$ cat config.mk
export PLATFORM = sky130hd
export DESIGN_NAME = pmac_unit
export DESIGN_NICKNAME = d
export VERILOG_FILES = /design/src/rtl/pmac_pkg.sv /design/src/rtl/pmac_lane_mul.sv /design/src/rtl/pmac_mul_stage.sv /design/src/rtl/pmac_add_stage.sv /design/src/rtl/pmac_unit.sv
export SDC_FILE = /design/constraint.sdc
export NUM_CORES = 2
export LEC_CHECK = 0
export ABC_CLOCK_PERIOD_IN_PS = 15350
export BUFFER_PORTS_ARGS = -buffer_cell sky130_fd_sc_hd__clkbuf_2
export CAP_MARGIN = 15
export CORE_MARGIN = 1
export CORE_UTILIZATION = 50
export CTS_CLUSTER_DIAMETER = 120
export DETAILED_ROUTE_END_ITERATION = 7
export GPL_TIMING_DRIVEN = 0
export PLACE_DENSITY = 0.75
export SLEW_MARGIN = 20
export SYNTH_ARGS = -nofsm -noshare
export SYNTH_HDL_FRONTEND = slang
export SYNTH_SLANG_ARGS = --single-unit
$ cat constraint.sdc
create_clock -name clk -period 15.35 [get_ports clk]
set_input_delay 1.535 -clock clk [delete_from_list [all_inputs] [get_ports clk]]
set_output_delay 1.535 -clock clk [all_outputs]
set_load 0.1 [all_outputs]
$ cat src/rtl/pmac_pkg.sv
package pmac_pkg;
    localparam int LANE_W = 16;
    localparam int LANES  = 4;
    localparam int DATA_W = LANE_W * LANES;
    localparam int PROD_W = 2 * LANE_W;
    localparam int PAIRS  = LANES / 2;

    typedef logic [LANE_W-1:0] lane_t;
    typedef logic [PROD_W-1:0] prod_t;

    typedef struct packed {
        logic                  vld;
        prod_t [LANES-1:0]     prod;
    } mul_stage_t;

    typedef struct packed {
        logic                  vld;
        prod_t [PAIRS-1:0]     sum;
    } add_stage_t;

    // Sign-extend both factors to the product width; the truncated
    // product is then the exact two's-complement result.
    function automatic prod_t lane_mul(lane_t x, lane_t y);
        prod_t xe;
        prod_t ye;
        xe = {{LANE_W{x[LANE_W-1]}}, x};
        ye = {{LANE_W{y[LANE_W-1]}}, y};
        return xe * ye;
    endfunction
endpackage

$ cat src/rtl/pmac_lane_mul.sv
module pmac_lane_mul
    import pmac_pkg::*;
(
    input  lane_t a,
    input  lane_t b,
    output prod_t p
);
    assign p = lane_mul(a, b);
endmodule

$ cat src/rtl/pmac_mul_stage.sv
module pmac_mul_stage
    import pmac_pkg::*;
(
    input  logic              clk,
    input  logic              rst,
    input  logic              in_valid,
    input  logic [DATA_W-1:0] op_a,
    input  logic [DATA_W-1:0] op_b,
    output mul_stage_t        q
);
    prod_t [LANES-1:0] prod_w;
    prod_t [LANES-1:0] prod_q;
    logic              vld_q;

    for (genvar g = 0; g < LANES; g++) begin : g_lane
        pmac_lane_mul u_mul (
            .a (op_a[g*LANE_W +: LANE_W]),
            .b (op_b[g*LANE_W +: LANE_W]),
            .p (prod_w[g])
        );
    end

    always_ff @(posedge clk) begin
        if (rst) vld_q <= 1'b0;
        else     vld_q <= in_valid;
    end

    always_ff @(posedge clk) begin
        prod_q <= prod_w;
    end

    assign q.vld  = vld_q;
    assign q.prod = prod_q;
endmodule

$ cat src/rtl/pmac_add_stage.sv
module pmac_add_stage
    import pmac_pkg::*;
(
    input  logic       clk,
    input  logic       rst,
    input  mul_stage_t d,
    output add_stage_t q
);
    prod_t [PAIRS-1:0] sum_w;
    prod_t [PAIRS-1:0] sum_q;
    logic              vld_q;

    for (genvar k = 0; k < PAIRS; k++) begin : g_pair
        assign sum_w[k] = d.prod[2*k] + d.prod[2*k+1];
    end

    always_ff @(posedge clk) begin
        if (rst) vld_q <= 1'b0;
        else     vld_q <= d.vld;
    end

    always_ff @(posedge clk) begin
        sum_q <= sum_w;
    end

    assign q.vld = vld_q;
    assign q.sum = sum_q;
endmodule

$ cat src/rtl/pmac_unit.sv
module pmac_unit
    import pmac_pkg::*;
(
    input  logic              clk,
    input  logic              rst,
    input  logic              in_valid,
    input  logic [DATA_W-1:0] op_a,
    input  logic [DATA_W-1:0] op_b,
    output logic              out_valid,
    output logic [DATA_W-1:0] result
);
    mul_stage_t s1;
    add_stage_t s2;

    pmac_mul_stage u_mul (
        .clk      (clk),
        .rst      (rst),
        .in_valid (in_valid),
        .op_a     (op_a),
        .op_b     (op_b),
        .q        (s1)
    );

    pmac_add_stage u_add (
        .clk (clk),
        .rst (rst),
        .d   (s1),
        .q   (s2)
    );

    assign out_valid = s2.vld;
    assign result    = s2.sum;
endmodule

# == Word level (Yosys, flattened, before mapping) ==
# Cells that the tools add are included.
# totals
reg_bits,194
in_bits,131
out_inout_bits,65
wordCells,14
# op_classes
n_addsub,2
mul,4
# op_table
cell,count
$mul A16 B16 Y32,4
$add A32 B32 Y32,2

# == Longest topological paths before layout ==
# depth
depth_word,1
depth_mapped,24
depth_no_buf,23

# == Cells and area by module ==
# Synthesis repeated with hierarchy kept, for this count alone.
# unflattened
cells_unflattened,5037
hier_area_um2,46783.6
# by_module_without_submodules
module,n_inst,cells_per_inst,area_each_um2,seq_area_each_um2
pmac_lane_mul (u_mul.g_lane[1].u_mul ...),2,1106,9963.3,0.0
pmac_lane_mul (u_mul.g_lane[0].u_mul),1,1097,9897.0,0.0
pmac_lane_mul (u_mul.g_lane[3].u_mul),1,1083,9868.2,0.0
pmac_add_stage,1,514,4488.1,1301.2
pmac_mul_stage,1,131,2603.7,2582.5

# == Least setup slack after synthesis ==
# OpenSTA, ideal clock, no wires.
# synth_timing
path_kind,input -> register
start,in op_a[63]
end,reg u_mul.prod_q (netlist bit u_mul.q[127])
setup_ns,0.121
arrival_time_ns,7.233
t_required_ns,15.229
path_slack_ns,7.996
path_stages,21
n_path_buf,2
cell_sequence,clkbuf_1 -> nand2_1 -> inv_1 -> fa_1 -> fa_1 -> fa_1 -> fa_1 -> fa_1 -> inv_1 -> fa_1 -> inv_1 -> ha_1 -> clkbuf_1 -> nand3_1 -> nor3_1 -> nand4_1 -> a31oi_1 -> nor3_1 -> o41ai_1 -> a21oi_1 -> xnor2_1
# synth_via
elab_chain_cells,1
# synth_rtl
element,line_no,rtl
"start, declared",pmac_unit.sv:7,"input logic [DATA_W-1:0] op_a,"
$mul A16 B16 Y32,pmac_pkg.sv:28,return xe * ye;
net u_mul.g_lane[3].u_mul.p[31],pmac_lane_mul.sv:6,output prod_t p
"end signal, assigned",pmac_mul_stage.sv:29,prod_q <= prod_w;
"end, declared",pmac_mul_stage.sv:12,prod_t [LANES-1:0] prod_q;
# The timed path passes the listed nets, and every way through them passes these cells.
# A chain may end at the register's enable or synchronous reset.

# == Final worst setup path ==
# Ends and elaborated chain as after synthesis.

==> metrics.md <==
| Metric | Value |
|---|---|
| Final ANT Viol Nets | 0 |
| #FFs+latches synth | 194 |
| R2r setup slk | 12.16 ns |
| Total negative slack | 0 ns |
| Skew-Pair Late Insertion Delay | 0.44 ns |
| Port Buffers | 195 |
| Initial DRC count | 1,942 |
| Drt first pass iters | 5 |
| Clock Sinks | 194 |
| Final setup viols | 0 |
| # rows | 111 |
| Fin Hold WS | 0.447 ns |
| DR WL/cell | 17.4 µm |
| Area of the core | 91,700 µm² |
| Unrepaired setup endpoints after global routing | false |
| Via count | 33,742 |
| CTS buffer count | 17 |
| GRT Total Usage | 25.0% |
| Post-synth cell types | 75 |
| Main synth FF type | dfxtp_1 |
| Post-Syn Nets | 6,516 |
| First-pass GRT wire length | 184 mm |
| CTS Hold Bufs | 0 |
| Worst setup EP type | flip-flop |
| Startpoint types | input port |
| I/O Pins | 196 |
| Synthesized instance count | 4,945 |
| Maximum clock insertion buffer count | 2 |
| Setup Fix Bufs, Post-CTS | 0 |
| Final instance area | 49,300 µm² |
| Initial antenna violation count | 2 |
| Status | finished, final reports clean |
| Sequential cell area | 3880 µm² |
| CTS tree | done |
| Post-synth EDFFs | 0 |
| CTS Root Cell | clkbuf_16 |
| GR Overflow Total | 0 |
| Largest cells by area after synthesis | fa_1 45%, ha_1 11%, inv_1 9.6%, dfxtp_1 8.4%, and2_1 6.7% |
| Worst-margin pin slew | 0.700 ns |
| Synth area leader | fa_1 |
| Vias in the first global route | 36,533 |
| Share of flip-flops with an asynchronous set or reset | 0% |
| Fmax | 120 MHz |
| Avg Inst Size Synth | 9.34 µm² |
| Tmin final | 8.33 ns |
| Area after DPL | 48,700 µm² |
| Mapped cell area | 46,200 µm² |
| Final hold vios | 0 |
| CTS clk-pin slew, worst paths | 0.07 ns |
| Drt drc | 0 |
| Max Cap Viol | 0 |
| Slew HR | 53.3% |
| Critical Path AT | 8.66 ns |
| H-tree Lvls | 4 |
| # placed instances | 6,326 |
| Final Slew Violations | 0 |
| Diodes inserted | 0 |
| Area of the multi-input gates | 37,300 µm² |
| Vias per std cell | 5.31 |
| Worst EP required | 15.68 ns |
| Seq/Total Area, Yosys | 8.41% |
| Area Growth Syn to Fin | 6.60% |
| Top cell type's share of synthesized area | 45.5% |
| Total of fill cells in the finished design | 8,316 |
| Final Wtd Congestion | 0.939 |
| Worst min-delay path category | flip-flop to flip-flop |
| Largest net degree at the start of global routing | 19 |
| Die ar. | 93,600 µm² |
| Post-layout net count | 6,730 |
| Post-cts sizing count | 0 |
| Horiz. Die Dim | 306 µm |
| Clock Skews | 0.0125 ns |
| Initial Utilization | 50.4% |
| Post-DP HPWL | 95.6 mm |
| Fin cells | 6,358 |
| Worst Setup Path Type | input port to flip-flop |
| Final period util | 54.3% |
| Die height | 306 µm |
| Share of layout cells above drive strength 1 | 4.81% |
| Total Wirelength | 111 mm |
| Peak fanout along the critical path | 10 |
| Synth Warn # | 0 |
==> cell usage in the layout (no fill, tap or decap), types with 12 or more instances in the layout <==
cell | Yosys | layout
nand3_1 | 33 | 33
nand4_1 | 12 | 12
a211oi_1 | 24 | 24
nor2_1 | 129 | 129
clkbuf_1 | 140 | 140
o211ai_1 | 14 | 14
a21o_1 | 88 | 88
o21ai_0 | 59 | 59
o21bai_1 | 23 | 23
fa_1 | 1050 | 1050
dfxtp_1 | 194 | 194
nand2_1 | 534 | 534
nor2b_1 | 18 | 18
ha_1 | 390 | 390
xor2_1 | 50 | 50
a31oi_1 | 17 | 17
xnor2_1 | 137 | 137
and2_1 | 498 | 498
o21a_1 | 28 | 28
clkbuf_16 | 0 | 17
nand2b_1 | 33 | 33
inv_1 | 1184 | 1184
a21oi_1 | 115 | 115
nor3_1 | 38 | 38
clkbuf_2 | 0 | 195
==> per-layer routing <==
metal  GRT usage, %  vias up  part of all wire, %
li1               -    15206                    -
met1           30.0    17176                   38
met2           44.8     1041                   52
met3           3.03      315                  5.3
met4           10.9        4                  5.1
met5              0        -                0.023
==> final timing paths <==
kind | from | endpoint | depth (start not counted)
worst max-delay path | op_a[63] | u_mul.q[127]$_DFF_P_ | 22
worst min-delay path | u_mul.q[96]$_DFF_P_ | u_add.q[32]$_DFF_P_ | 1
worst max register to register | u_mul.q[0]$_DFF_P_ | u_add.q[30]$_DFF_P_ | 12
worst min register to register | u_mul.q[96]$_DFF_P_ | u_add.q[32]$_DFF_P_ | 1
==> final cells by class <==
class | instances | share of cell area (%)
timing repair buffer | 195 | 1.98
tap | 1186 | 3.01
multi-input combinational | 3425 | 75.8
inverter | 1184 | 9.02
clock buffer | 19 | 0.920
buffer | 142 | 1.08
sequential | 194 | 7.88
clock inverter | 13 | 0.282
==> critical path, cell delays in order <==
cell      delay [ns]
clkbuf_2        0.22
clkbuf_1        0.49
nand2_1         0.20
inv_1           0.16
fa_1            0.56
fa_1            0.93
fa_1            0.54
fa_1            0.52
fa_1            0.50
inv_1           0.05
fa_1            0.47
inv_1           0.04
ha_1            0.25
clkbuf_1        0.25
nand3_1         0.21
nor3_1          0.32
nand4_1         0.24
a31oi_1         0.31
nor3_1          0.12
o41ai_1         0.35
a21oi_1         0.13
xnor2_1         0.26
==> Yosys cell counts (33+ instances only) <==
cell	n
fa_1	1050
nand2b_1	33
a21o_1	88
nor2_1	129
o21ai_0	59
dfxtp_1	194
nand2_1	534
nand3_1	33
inv_1	1184
a21oi_1	115
nor3_1	38
xor2_1	50
and2_1	498
xnor2_1	137
clkbuf_1	140
ha_1	390
==> flip-flops by register name (all words and copies together) (netlist names) <==
name / count
u_add.q: 64
u_add.vld_q: 1
u_mul.vld_q: 1
u_mul.q: 128
==> kinds of logic (layout without fill, tap and decap cells) <==
kind of cell	count (synthesis)	after routing	share of synthesized area, %
AOI/OAI and AO/OA	457	457	6.75
buffers and inverters	1326	1553	10.8
DFF	194	194	8.41
adders and majority gates	1440	1440	56.1
xor gates and xnor gates	187	187	3.54
muxes	5	5	0.111
and+or+nand+nor	1336	1336	14.4
==> through the flow <==
| step | utilization, % | setup slack (ns) |
|---|---|---|
| after detailed placement | 53.1 | 6.53 |
| final | 53.7 | 7.02 |
| after CTS | 53.7 | 6.96 |
| after global routing | 53.7 | 6.60 |
| after global placement | 53.1 | 6.50 |
| after floorplan | - | 8.00 |
Power is not shown: default switching activity piles up to over one toggle a cycle in this logic, so the estimate is an artifact.
